==> config.mk <==
export PLATFORM = sky130hd
export DESIGN_NAME = excl_local_monitor
export DESIGN_NICKNAME = d
export VERILOG_FILES = /design/src/rtl/lxm_pkg.sv /design/src/rtl/lxm_tag.sv /design/src/rtl/lxm_arbiter.sv /design/src/rtl/lxm_state.sv /design/src/rtl/lxm_judge.sv /design/src/rtl/excl_local_monitor.sv
export SDC_FILE = /design/constraint.sdc
export NUM_CORES = 1
export LEC_CHECK = 0
export CAP_MARGIN = 20
export CELL_PAD_IN_SITES_DETAIL_PLACEMENT = 1
export CELL_PAD_IN_SITES_GLOBAL_PLACEMENT = 2
export CORE_ASPECT_RATIO = 0.5
export CORE_MARGIN = 3
export CORE_UTILIZATION = 18
export DETAILED_ROUTE_END_ITERATION = 7
export PLACE_DENSITY_LB_ADDON = 0.08
export SLEW_MARGIN = 10
export SYNTH_ARGS = -nofsm -noshare
export SYNTH_HDL_FRONTEND = slang
export SYNTH_SLANG_ARGS = --single-unit
==> constraint.sdc <==
create_clock -name clk -period 2.75 [get_ports clk]
set_clock_uncertainty 0.2 [all_clocks]
set_input_delay 0.55 -clock clk [delete_from_list [all_inputs] [get_ports clk]]
set_output_delay 0.55 -clock clk [all_outputs]
set_load 0.02 [all_outputs]
==> src/rtl/lxm_pkg.sv <==
package lxm_pkg;
   typedef enum logic [2:0] {
      SZ_NONE = 3'd0,
      SZ_BYTE = 3'd1,
      SZ_HALF = 3'd2,
      SZ_WORD = 3'd4
   } xsize_e;

   typedef enum logic {
      MON_OPEN = 1'b0,
      MON_EXCL = 1'b1
   } mstate_e;

   typedef enum logic [2:0] {
      OP_NONE,
      OP_LD,
      OP_ST,
      OP_LDX,
      OP_STX
   } mop_e;
endpackage

==> src/rtl/lxm_tag.sv <==
module lxm_tag #(
   parameter int ADDR_W   = 32,
   parameter int IGN_BITS = 11
) (
   input  logic [ADDR_W-1:0] addr_i,
   output logic [ADDR_W-1:0] tag_o
);
   localparam logic [ADDR_W-1:0] LOW_ONES = (ADDR_W'(1) << IGN_BITS) - ADDR_W'(1);
   localparam logic [ADDR_W-1:0] TAG_MASK = ~LOW_ONES;

   generate
      if (IGN_BITS == 0) begin : g_exact
         assign tag_o = addr_i;
      end else begin : g_coarse
         assign tag_o = addr_i & TAG_MASK;
      end
   endgenerate
endmodule

==> src/rtl/lxm_arbiter.sv <==
module lxm_arbiter
   import lxm_pkg::*;
(
   input  logic ld_vld_i,
   input  logic ldx_vld_i,
   input  logic st_vld_i,
   input  logic stx_vld_i,
   output mop_e op_o
);
   always_comb begin
      if (stx_vld_i)      op_o = OP_STX;
      else if (ldx_vld_i) op_o = OP_LDX;
      else if (st_vld_i)  op_o = OP_ST;
      else if (ld_vld_i)  op_o = OP_LD;
      else                op_o = OP_NONE;
   end
endmodule

==> src/rtl/lxm_state.sv <==
module lxm_state
   import lxm_pkg::*;
#(
   parameter int ADDR_W = 32
) (
   input  logic              clk,
   input  logic              rst_n,
   input  mop_e              op_i,
   input  logic [ADDR_W-1:0] ldx_tag_i,
   input  xsize_e            ldx_size_i,
   input  logic [ADDR_W-1:0] st_tag_i,
   output mstate_e           state_o,
   output logic [ADDR_W-1:0] tag_o,
   output xsize_e            size_o
);
   mstate_e           state_d;
   logic [ADDR_W-1:0] tag_d;
   xsize_e            size_d;

   always_comb begin
      state_d = state_o;
      tag_d   = tag_o;
      size_d  = size_o;
      case (op_i)
         OP_STX: begin
            state_d = MON_OPEN;
            size_d  = SZ_NONE;
         end
         OP_LDX: begin
            state_d = MON_EXCL;
            tag_d   = ldx_tag_i;
            size_d  = ldx_size_i;
         end
         OP_ST: begin
            if (state_o == MON_EXCL && st_tag_i == tag_o) begin
               state_d = MON_OPEN;
               size_d  = SZ_NONE;
            end
         end
         default: ;
      endcase
   end

   always_ff @(posedge clk) begin
      if (!rst_n) begin
         state_o <= MON_OPEN;
         tag_o   <= '0;
         size_o  <= SZ_NONE;
      end else begin
         state_o <= state_d;
         tag_o   <= tag_d;
         size_o  <= size_d;
      end
   end
endmodule

==> src/rtl/lxm_judge.sv <==
module lxm_judge
   import lxm_pkg::*;
#(
   parameter int ADDR_W = 32
) (
   input  logic              clk,
   input  logic              rst_n,
   input  logic              stx_vld_i,
   input  logic [ADDR_W-1:0] stx_tag_i,
   input  xsize_e            stx_size_i,
   input  mstate_e           state_i,
   input  logic [ADDR_W-1:0] tag_i,
   input  xsize_e            size_i,
   output logic              done_o,
   output logic              status_o
);
   logic allow;

   always_comb begin
      allow = (state_i == MON_EXCL) && (stx_tag_i == tag_i) && (stx_size_i == size_i);
   end

   always_ff @(posedge clk) begin
      if (!rst_n) begin
         done_o   <= 1'b0;
         status_o <= 1'b0;
      end else begin
         done_o   <= stx_vld_i;
         status_o <= stx_vld_i & ~allow;
      end
   end
endmodule

==> src/rtl/excl_local_monitor.sv <==
module excl_local_monitor
   import lxm_pkg::*;
#(
   parameter int ADDR_W   = 32,
   parameter int IGN_BITS = 11
) (
   input  logic              clk,
   input  logic              rst_n,
   input  logic              ld_vld_i,
   input  logic              ldx_vld_i,
   input  logic [ADDR_W-1:0] ldx_addr_i,
   input  logic [2:0]        ldx_size_i,
   input  logic              st_vld_i,
   input  logic [ADDR_W-1:0] st_addr_i,
   input  logic              stx_vld_i,
   input  logic [ADDR_W-1:0] stx_addr_i,
   input  logic [2:0]        stx_size_i,
   output logic              stx_done_o,
   output logic              stx_status_o
);
   localparam int N_TAG = 3;

   generate
      if (ADDR_W < 2) begin : g_bad_width
         $error("ADDR_W must be at least 2");
      end
      if (IGN_BITS < 0 || IGN_BITS >= ADDR_W) begin : g_bad_ign
         $error("IGN_BITS must lie in 0 .. ADDR_W-1");
      end
   endgenerate

   logic [ADDR_W-1:0] addr_vec [N_TAG];
   logic [ADDR_W-1:0] tag_vec  [N_TAG];

   assign addr_vec[0] = ldx_addr_i;
   assign addr_vec[1] = st_addr_i;
   assign addr_vec[2] = stx_addr_i;

   generate
      for (genvar i = 0; i < N_TAG; i++) begin : g_tag
         lxm_tag #(.ADDR_W(ADDR_W), .IGN_BITS(IGN_BITS)) u_tag (
            .addr_i (addr_vec[i]),
            .tag_o  (tag_vec[i])
         );
      end
   endgenerate

   mop_e              op;
   mstate_e           state_q;
   logic [ADDR_W-1:0] tag_q;
   xsize_e            size_q;

   lxm_arbiter u_arb (
      .ld_vld_i  (ld_vld_i),
      .ldx_vld_i (ldx_vld_i),
      .st_vld_i  (st_vld_i),
      .stx_vld_i (stx_vld_i),
      .op_o      (op)
   );

   lxm_state #(.ADDR_W(ADDR_W)) u_state (
      .clk        (clk),
      .rst_n      (rst_n),
      .op_i       (op),
      .ldx_tag_i  (tag_vec[0]),
      .ldx_size_i (xsize_e'(ldx_size_i)),
      .st_tag_i   (tag_vec[1]),
      .state_o    (state_q),
      .tag_o      (tag_q),
      .size_o     (size_q)
   );

   lxm_judge #(.ADDR_W(ADDR_W)) u_judge (
      .clk        (clk),
      .rst_n      (rst_n),
      .stx_vld_i  (stx_vld_i),
      .stx_tag_i  (tag_vec[2]),
      .stx_size_i (xsize_e'(stx_size_i)),
      .state_i    (state_q),
      .tag_i      (tag_q),
      .size_i     (size_q),
      .done_o     (stx_done_o),
      .status_o   (stx_status_o)
   );
endmodule

; ---- Yosys cells after proc, flatten, opt, wreduce, memory -nomap -nowiden
; Index checks and enable logic that the tools add are counted.
[word_totals]
reg_bits = 27
inputBits = 108
output_inout_bits = 2
word_cells = 27
[classes]
eq_ne = 7
reduce_logical = 5
n_mux = 8
n_bitwise = 2
[op_table]
columns = cell, count
row1 = == test 21 bit, 2
row2 = two-way mux 3 bit, 4
row3 = one-hot mux 3 bit (3 select lines), 1
row4 = "== test 3 x 2 -> 1 bit, second input constant", 2
row5 = == test 3 bit, 1
row6 = "== test 3 bit, second input constant", 1
row7 = logical AND 1 bit, 3
row8 = one-hot mux 1 bit (3 select lines), 1
row9 = nonzero test 3 bit, 1
row10 = two-way mux 1 bit, 2
row11 = "inequality test 2 x 1 -> 1 bit, second input constant", 1
row12 = AND reduction 2 bit, 1
row13 = bitwise AND 1 bit, 1
row14 = inverter 1 bit, 1

; ---- Depth between registers and ports, before layout
; Gate-level depths: netlist (run 1).
[depth]
ltp_word = 7
ltp_mapped = 5
depth_no_buf = 5

; ---- By module
; Synthesis (run 1) repeated with hierarchy kept, for this count alone.
[unflattened]
hier_cells = 354
hier_area_um2 = 2892.8
[modules_own_cells]
columns = module, cells_per_inst, area_each_um2, instances, seq_area_each_um2
row1 = lxm_state, 198, 1694.1, 1, 720.7
row2 = lxm_tag, 33, 244.0, 3, 0.0
row3 = lxm_judge, 51, 432.9, 1, 40.0
row4 = lxm_arbiter, 6, 33.8, 1, 0.0

; ---- Worst setup path after synthesis (run 1)
; OpenSTA, ideal clock, no wires.
[synth_timing]
path_type = input to register
start = input port st_addr_i[23]
end = register u_state.size_o[0]
cell_stages = 5
n_path_buf = 0
path_slack_ns = 0.958
t_required_ns = 2.433
arrival_ns = 1.475
setup_time_ns = 0.117
cell_sequence = xnor2_1 -> nand4_1 -> nor4_2 -> a2111oi_4 -> a32o_1
[synth_via]
elab_chain_cells = 4
[synth_rtl]
columns = item, line_no
row1 = start: declaration, excl_local_monitor.sv:14  ; input logic [ADDR_W-1:0] st_addr_i,
row2 = == test 21 bit, lxm_state.sv:35  ; if (state_o == MON_EXCL && st_tag_i == tag_o) begin
row3 = logical AND 1 bit, lxm_state.sv:35
row4 = inequality test 2 x 1 -> 1 bit (no source line), --
row5 = AND reduction 2 bit (no source line), --
row6 = end signal: assignment, lxm_state.sv:52  ; size_o <= size_d;
row7 = end: declaration, lxm_state.sv:14  ; output xsize_e size_o
; Every way passes these cells.
; A chain may end at the register's enable or synchronous reset.

; ---- Worst setup path in the final report (run 1)
[layout_timing]
start = input port st_addr_i[11]
end = register u_state.size_o[1]
; The elaborated chain is that of the path after synthesis.

==> key figures, run 1 <==
Outcome
  • Status: finished, final reports clean

Setup path
  • Crit path arrival time: 2.14 ns
  • Critical Setup Path Class: in2reg
  • Kind of end point of the critical path: register
  • CP required: 2.71 ns
  • Startpoint kind of the worst setup timing path: input port
  • Crit path max fanout: 4

CTS
  • Library cell used as clock root buffer: sky130_fd_sc_hd__clkbuf_16
  • Post-CTS Repair Setup Buffers: 0
  • Number of hold buffers added after CTS: 0
  • TritonCTS clock tree: done
  • Number of gates resized after CTS: 0
  • Clock H-tree levels: 1
  • Number of buffers inserted during clock tree synthesis: 3
  • Clock latency at the later pin of the worst-skew pair: 0.27 ns
  • Clk sinks: 27
  • Largest buffer count on any clock path: 2
  • Clock input transition at the sequential cells of the worst setup and hold paths: 0.07 ns

GRT
  • Grt met1 use: 15.9%
  • Most used routing layer: met2
  • Gr ovfl total: 0
  • Via count of the first global-routing pass: 1550
  • Global-route usage over all layers: 12.0%
  • Global Route met3 Usage: 5.07%
  • Met2 usage in global routing: 18.3%
  • First-pass GRT wire length: 8.15 mm
  • Initial antenna violation count: 0
  • Maximum number of pins on one net before global-route repair: 22

Placement
  • Final weighted congestion in routability-driven placement: 0.735
  • Port bufs: 75
  • Post-place instance area: 2330 sq um
  • Worst setup timing slack at the placement stage: 0.295 ns
  • Placed Cells: 351
  • Half-perimeter wire length after placement: 4.16 mm

Cells and area
  • Share of final-layout standard cells stronger than drive strength 1: 4.86%
  • Final net count: 356
  • Filler Cell Count: 872
  • Final design utilization: 32.1%
  • Leading cell type in the layout, fill and taps excluded: sky130_fd_sc_hd__clkdlybuf4s50_1
  • Most frequent cells in the layout: 75 x sky130_fd_sc_hd__clkdlybuf4s50_1, 43 x sky130_fd_sc_hd__nand2_1, 27 x sky130_fd_sc_hd__dfxtp_1, 23 x sky130_fd_sc_hd__xor2_1, 22 x sky130_fd_sc_hd__xnor2_1
  • Synthesis-to-finish area growth: 68.9%
  • Diode count: 0
  • Final non-filler cell total: 355
  • Layout Cell Area excl Fill: 2410 sq um

Floorplanning
  • Die height: 68.9 microns
  • Die area: 9090 sq um
  • Cell row count: 22
  • Die Width: 132 microns
  • IO Count: 110
  • Starting density of the core: 19.0%
  • Floorplan core area: 7510 sq um

Route
  • Total detailed-routing wirelength: 5.11 mm
  • Initial DRC count: 70
  • # DRC: 0
  • Avg WL per Cell: 14.4 microns
  • First-pass iteration count of the detailed router: 3
  • Vias per cell: 3.84
  • Number of antenna-violating nets in the routed design: 0
  • Vias after detailed routing: 1362

Timing
  • Period Utilization, post-route: 79.3%
  • Shortest clock period the worst path allows after layout: 2.18 ns
  • Final worst-path setup slack: 0.570 ns
  • Count of final max-slew check failures: 0
  • TNS Setup: 0 ns
  • Final-layout worst hold slack: 0.289 ns
  • Hold Vio Cnt, Final: 0
  • RSZ-0062 raised after global routing: false
  • Measured slew at the worst slew-check pin: 0.381 ns
  • Final number of setup-violating endpoints: 0
  • Max-slew headroom: 74.6%
  • Timing-limited maximum frequency: 459 MHz

Job
  • Number of maximum-capacitance constraint violations: 0

Power and ir drop
  • PwrDens: 415 nW/um^2
  • Worst voltage drop across the vdd grid: 228 uV
  • Combinational share of power: 22.9%
  • Clock network power share: 34.3%
  • Sequential share of power: 42.8%
  • Net switching share of the total power: 24.5%
  • Final Total Pwr: 0.999 mW
  • Lkg Pwr: 0.862 nW
  • Switching power: 0.245 mW
  • Design internal power: 0.754 mW

Synth
  • Distinct cells, synth: 21
  • Sequential area share after synthesis: 37.9%
  • Number of instances in the synthesized netlist: 169
  • Cell types occupying the most area after synthesis: sky130_fd_sc_hd__dfxtp_1 38%, sky130_fd_sc_hd__xor2_1 14%, sky130_fd_sc_hd__xnor2_1 14%
  • Area leader, netlist: sky130_fd_sc_hd__dfxtp_1
  • Synthesized netlist net count: 277
  • Register bit total from synthesis: 27
  • Synthesized area per cell: 8.44 sq um
  • Area share of the largest cell type after synthesis: 37.9%
  • Number of synthesis warnings: 0
  • Combined area of all synthesized cells: 1430 sq um

Hold path
  • Class of the tightest hold or removal check: reg2reg
-- power groups by stage --
stage | clock network (mW) | logic [mW] | registers [mW]
2_1_floorplan | 0 | 0.0838 | 0.434
3_3_place_gp | 0 | 0.231 | 0.436
3_5_place_dp | 0 | 0.232 | 0.436
4_1_cts | 0.363 | 0.233 | 0.428
5_1_grt | 0.383 | 0.252 | 0.430
6_report | 0.343 | 0.229 | 0.427
-- synthesized netlist by cell type --
library cell / n
sky130_fd_sc_hd__a32o_1: 3
sky130_fd_sc_hd__clkbuf_1: 5
sky130_fd_sc_hd__nor3_1: 1
sky130_fd_sc_hd__nor4_2: 1
sky130_fd_sc_hd__a2111oi_4: 1
sky130_fd_sc_hd__nand2_1: 43
sky130_fd_sc_hd__nor4_1: 5
sky130_fd_sc_hd__a21oi_1: 21
sky130_fd_sc_hd__and2_1: 1
sky130_fd_sc_hd__xor2_1: 23
sky130_fd_sc_hd__buf_2: 2
sky130_fd_sc_hd__nand4_1: 5
sky130_fd_sc_hd__xnor2_1: 22
sky130_fd_sc_hd__a22o_1: 1
sky130_fd_sc_hd__nand3_1: 3
sky130_fd_sc_hd__o31a_1: 1
sky130_fd_sc_hd__nor2_1: 1
sky130_fd_sc_hd__nor2b_1: 1
sky130_fd_sc_hd__dfxtp_1: 27
sky130_fd_sc_hd__inv_1: 1
sky130_fd_sc_hd__nand2b_1: 1
-- flip-flops by register name, summed over array words and instances (netlist names) --
name	count
u_judge.done_o	1
u_judge.status_o	1
u_state.size_o	3
u_state.state_o	1
u_state.tag_o	21
-- final cells by class --
type                    instances  area [sq um]  area share, %
well taps                     108           135           5.61
flip-flops and latches         27           541           22.4
multi-input cells             134           856           35.5
inverters                       1          3.75          0.156
repair buffers                 81           796           33.0
clock buffers                   4          78.8           3.27
-- logic make-up (layout without fill, tap and decap cells) --
logic type | count (synthesis) | count (layout) | synth area share [%]
xor gates and xnor gates | 45 | 45 | 27.6
buffers and inverters | 8 | 86 | 2.28
DFF | 27 | 27 | 37.9
and+or+nand+nor | 62 | 62 | 19.6
AOI/OAI and AO/OA | 27 | 27 | 12.6
-- final timing paths --
check | from | end | slack [ns] | depth (start not counted)
max reg2reg | u_state.tag_o[11] | u_state.size_o[1] | 0.93 | 5
min | u_state.size_o[0] | u_state.size_o[0] | 0.29 | 1
max | st_addr_i[11] | u_state.size_o[1] | 0.57 | 6
min reg2reg | u_state.size_o[0] | u_state.size_o[0] | 0.29 | 1
-- layer usage --
layer	wire [microns]	up-vias
li1	-	719
met5	0	-
met3	326	5
met4	33	0
met2	2150	34
met1	2600	604
-- worst max-delay path, cell delays in order --
cell	delay [ns]
sky130_fd_sc_hd__clkdlybuf4s50_1	0.43
sky130_fd_sc_hd__xnor2_1	0.27
sky130_fd_sc_hd__nand4_1	0.17
sky130_fd_sc_hd__nor4_2	0.35
sky130_fd_sc_hd__a2111oi_4	0.15
sky130_fd_sc_hd__a32o_1	0.22
Note: power is estimated with default switching activity, not from simulation.
==> run 2: changes to the inputs <==
CORE_UTILIZATION = 15   (was 18)
clock period = 1.8 ns   (was 2.75 ns; I/O delays follow)
==> run 2 against run 1 <==
Compared with the run above:
- routed wire length is 9.1% higher
- via count increased by 7.8%
- first-iteration DRC count down 51%
- hold slack better by 0.0050 ns
==> key figures, run 2 (synthesized netlist as in run 1, its figures left out) <==
Outcome
  • Status: finished, final reports clean

Setup path
  • Worst reg2reg path endpoint: u_state.size_o[0]
  • Crit path arrival time: 1.74 ns (-0.40 ns)
  • Startpoint kind of the worst setup timing path: input port
  • Critical Setup Path Class: in2reg
  • CP required: 1.76 ns (-0.95 ns)
  • Critical register-to-register path startpoint: u_state.tag_o[21]
  • Logic depth of the worst register-to-register path: 5 (unchanged)
  • Reg2Reg Setup Slack: 0.03 ns (-0.90 ns)
  • Kind of end point of the critical path: register
  • Crit path max fanout: 4 (unchanged)

CTS
  • Clk sinks: 27 (unchanged)
  • Clock input transition at the sequential cells of the worst setup and hold paths: 0.07 ns (about the same)
  • TritonCTS clock tree: done
  • Library cell used as clock root buffer: sky130_fd_sc_hd__clkbuf_16
  • Clock latency at the later pin of the worst-skew pair: 0.26 ns (about the same)
  • Number of hold buffers added after CTS: 0 (unchanged)
  • Largest buffer count on any clock path: 2 (unchanged)
  • Clock H-tree levels: 1 (unchanged)
  • Number of buffers inserted during clock tree synthesis: 3 (unchanged)

GRT
  • Maximum number of pins on one net before global-route repair: 22 (unchanged)
  • Global-route usage over all layers: 10.8% (-1.2 points)
  • Gr ovfl total: 0 (unchanged)
  • Via count of the first global-routing pass: 1644 (+6.1%)
  • Initial antenna violation count: 0 (unchanged)
  • First-pass GRT wire length: 8.69 mm (+6.6%)

Placement
  • Worst setup timing slack at the placement stage: -0.522 ns (-0.817 ns)
  • Half-perimeter wire length after placement: 4.59 mm (+10%)
  • Placed Cells: 372 (+6.0%)
  • Final weighted congestion in routability-driven placement: 0.705 (-4.0%)
  • Port bufs: 75 (unchanged)

Cells and area
  • Sequential cell area: 552 sq um (+2.1%)
  • Number of flip-flops in the largest register: 21 (unchanged)
  • Leading cell type in the layout, fill and taps excluded: sky130_fd_sc_hd__clkdlybuf4s50_1
  • Most frequent cells in the layout: 51 x sky130_fd_sc_hd__clkdlybuf4s50_1, 43 x sky130_fd_sc_hd__nand2_1, 21 x sky130_fd_sc_hd__a21oi_1, 21 x sky130_fd_sc_hd__xor2_1
  • Largest registers: u_state.tag_o x21, u_state.size_o x3
  • Share of final-layout standard cells stronger than drive strength 1: 16.9% (+12 points)
  • Area used by multi-input combinational logic: 958 sq um (+12%)
  • Largest reg by FF count: u_state.tag_o
  • Synthesis-to-finish area growth: 83.3%
  • Final non-filler cell total: 377 (+6.2%)
  • Final net count: 369 (+3.7%)
  • Diode count: 0 (unchanged)
  • Filler Cell Count: 1032 (+18%)

Route
  • Vias per cell: 3.89 (+1.5%)
  • Avg WL per Cell: 14.8 microns (+2.8%)
  • # DRC: 0 (unchanged)
  • First-pass iteration count of the detailed router: 3 (unchanged)
  • Total detailed-routing wirelength: 5.58 mm (+9.1%)
  • Vias after detailed routing: 1468 (+7.8%)
  • Initial DRC count: 34 (-51%)
  • Number of antenna-violating nets in the routed design: 0 (unchanged)

Hold path
  • Start point of the worst min-delay path: u_state.tag_o[22]
  • Class of the tightest hold or removal check: reg2reg
  • Worst Hold End: u_state.tag_o[22]
  • Number of cells on the worst hold path: 2 (+1)

Timing
  • Measured slew at the worst slew-check pin: 0.381 ns (-0.00000286 ns)
  • Timing-limited maximum frequency: 562 MHz
  • Final number of setup-violating endpoints: 0 (unchanged)
  • Max-slew headroom: 74.6% (about the same)
  • Shortest clock period the worst path allows after layout: 1.78 ns
  • Final worst-path setup slack: 0.0201 ns (-0.550 ns)
  • RSZ-0062 raised after global routing: true
  • Count of final max-slew check failures: 0 (unchanged)
  • Hold Vio Cnt, Final: 0 (unchanged)
  • Period Utilization, post-route: 98.9%

Power and ir drop
  • PwrDens: 593 nW/um^2 (+43%)
  • Lkg Pwr: 1.04 nW (+20%)
  • Worst voltage drop across the vdd grid: 385 uV (+69%)

Floorplanning
  • Die height: 75.0 microns (+8.7%)
  • Cell row count: 24 (+9.1%)
  • Die area: 10800 sq um (+19%)
  • Starting density of the core: 15.9% (-3.1 points)
  • Die Width: 144 microns (+9.1%)
  • IO Count: 110 (unchanged)
  • Floorplan core area: 8980 sq um (+19%)

Job
  • Number of maximum-capacitance constraint violations: 0 (unchanged)
## run 2: changes by cell type in the layout (fill, tap and decap cells not counted), sizes merged
cell	change
buf	+13
clkdlybuf4s15	+1
dlygate4sd2	+20
clkdlybuf4s50	-24
dlymetal6s2s	+3
## run 2: worst max-delay path, stage by stage
cell and delay (ns):
sky130_fd_sc_hd__dlygate4sd2_1 0.26, sky130_fd_sc_hd__xnor2_2 0.14, sky130_fd_sc_hd__nand4_1 0.23, sky130_fd_sc_hd__nor4_4 0.39, sky130_fd_sc_hd__a2111oi_4 0.13, sky130_fd_sc_hd__a32o_1 0.23
## run 2: what timing repair did
action                                 in CTS  in global routing
endpoints found under the hold margin       0                  0
resized for setup                          34                 13
buffers inserted                            1                  0
pin swaps                                  19                 10
setup endpoints to repair                   5                  5
## run 2: cell type report
| type | count | area share (%) |
|---|---|---|
| multi-input combinational | 134 | 36.7 |
| timing repair buffer | 94 | 33.5 |
| sequential | 27 | 21.1 |
| tap | 117 | 5.60 |
| clock buffer | 4 | 3.01 |
| inverter | 1 | 0.144 |
## run 2: how the worst max path moves through the flow
stage | start | end
6_report | st_addr_i[19] | u_state.size_o[0]
5_1_grt | u_state.tag_o[21] | u_state.size_o[0]
4_1_cts | u_state.tag_o[11] | u_judge.status_o
3_5_place_dp | stx_addr_i[31] | u_judge.status_o
3_3_place_gp | stx_addr_i[31] | u_judge.status_o
2_1_floorplan | st_addr_i[23] | u_state.size_o[0]
## run 2: per-layer routing
metal,vias to the layer above,routed length [microns],GRT usage (%)
met2,33,2480,17.0
met4,0,26,1.25
met5,-,0,0
met3,2,304,3.36
met1,690,2760,15.1
li1,743,-,-
## run 2: where the power goes
group	switching, mW	total, mW	internal, mW
logic	0.147	0.381	0.234
registers	0.0271	0.652	0.625
clock network	0.215	0.518	0.304
total	0.389	1.55	1.16
## run 2: stage by stage
stage / cell area [sq um] / TNS [ns] / power (mW) / hold slack (ns) / util, %
after floorplan: 1430 / 0 / 0.791 / 0.262 / -
after global placement: 2430 / -2.24 / 1.04 / 0.277 / 27.1
after detailed placement: 2430 / -3.00 / 1.05 / 0.288 / 27.1
after CTS: 2570 / -0.00247 / 1.59 / 0.289 / 28.6
after global routing: 2620 / -0.0235 / 1.66 / 0.323 / 29.1
final: 2620 / 0 / 1.55 / 0.294 / 29.1
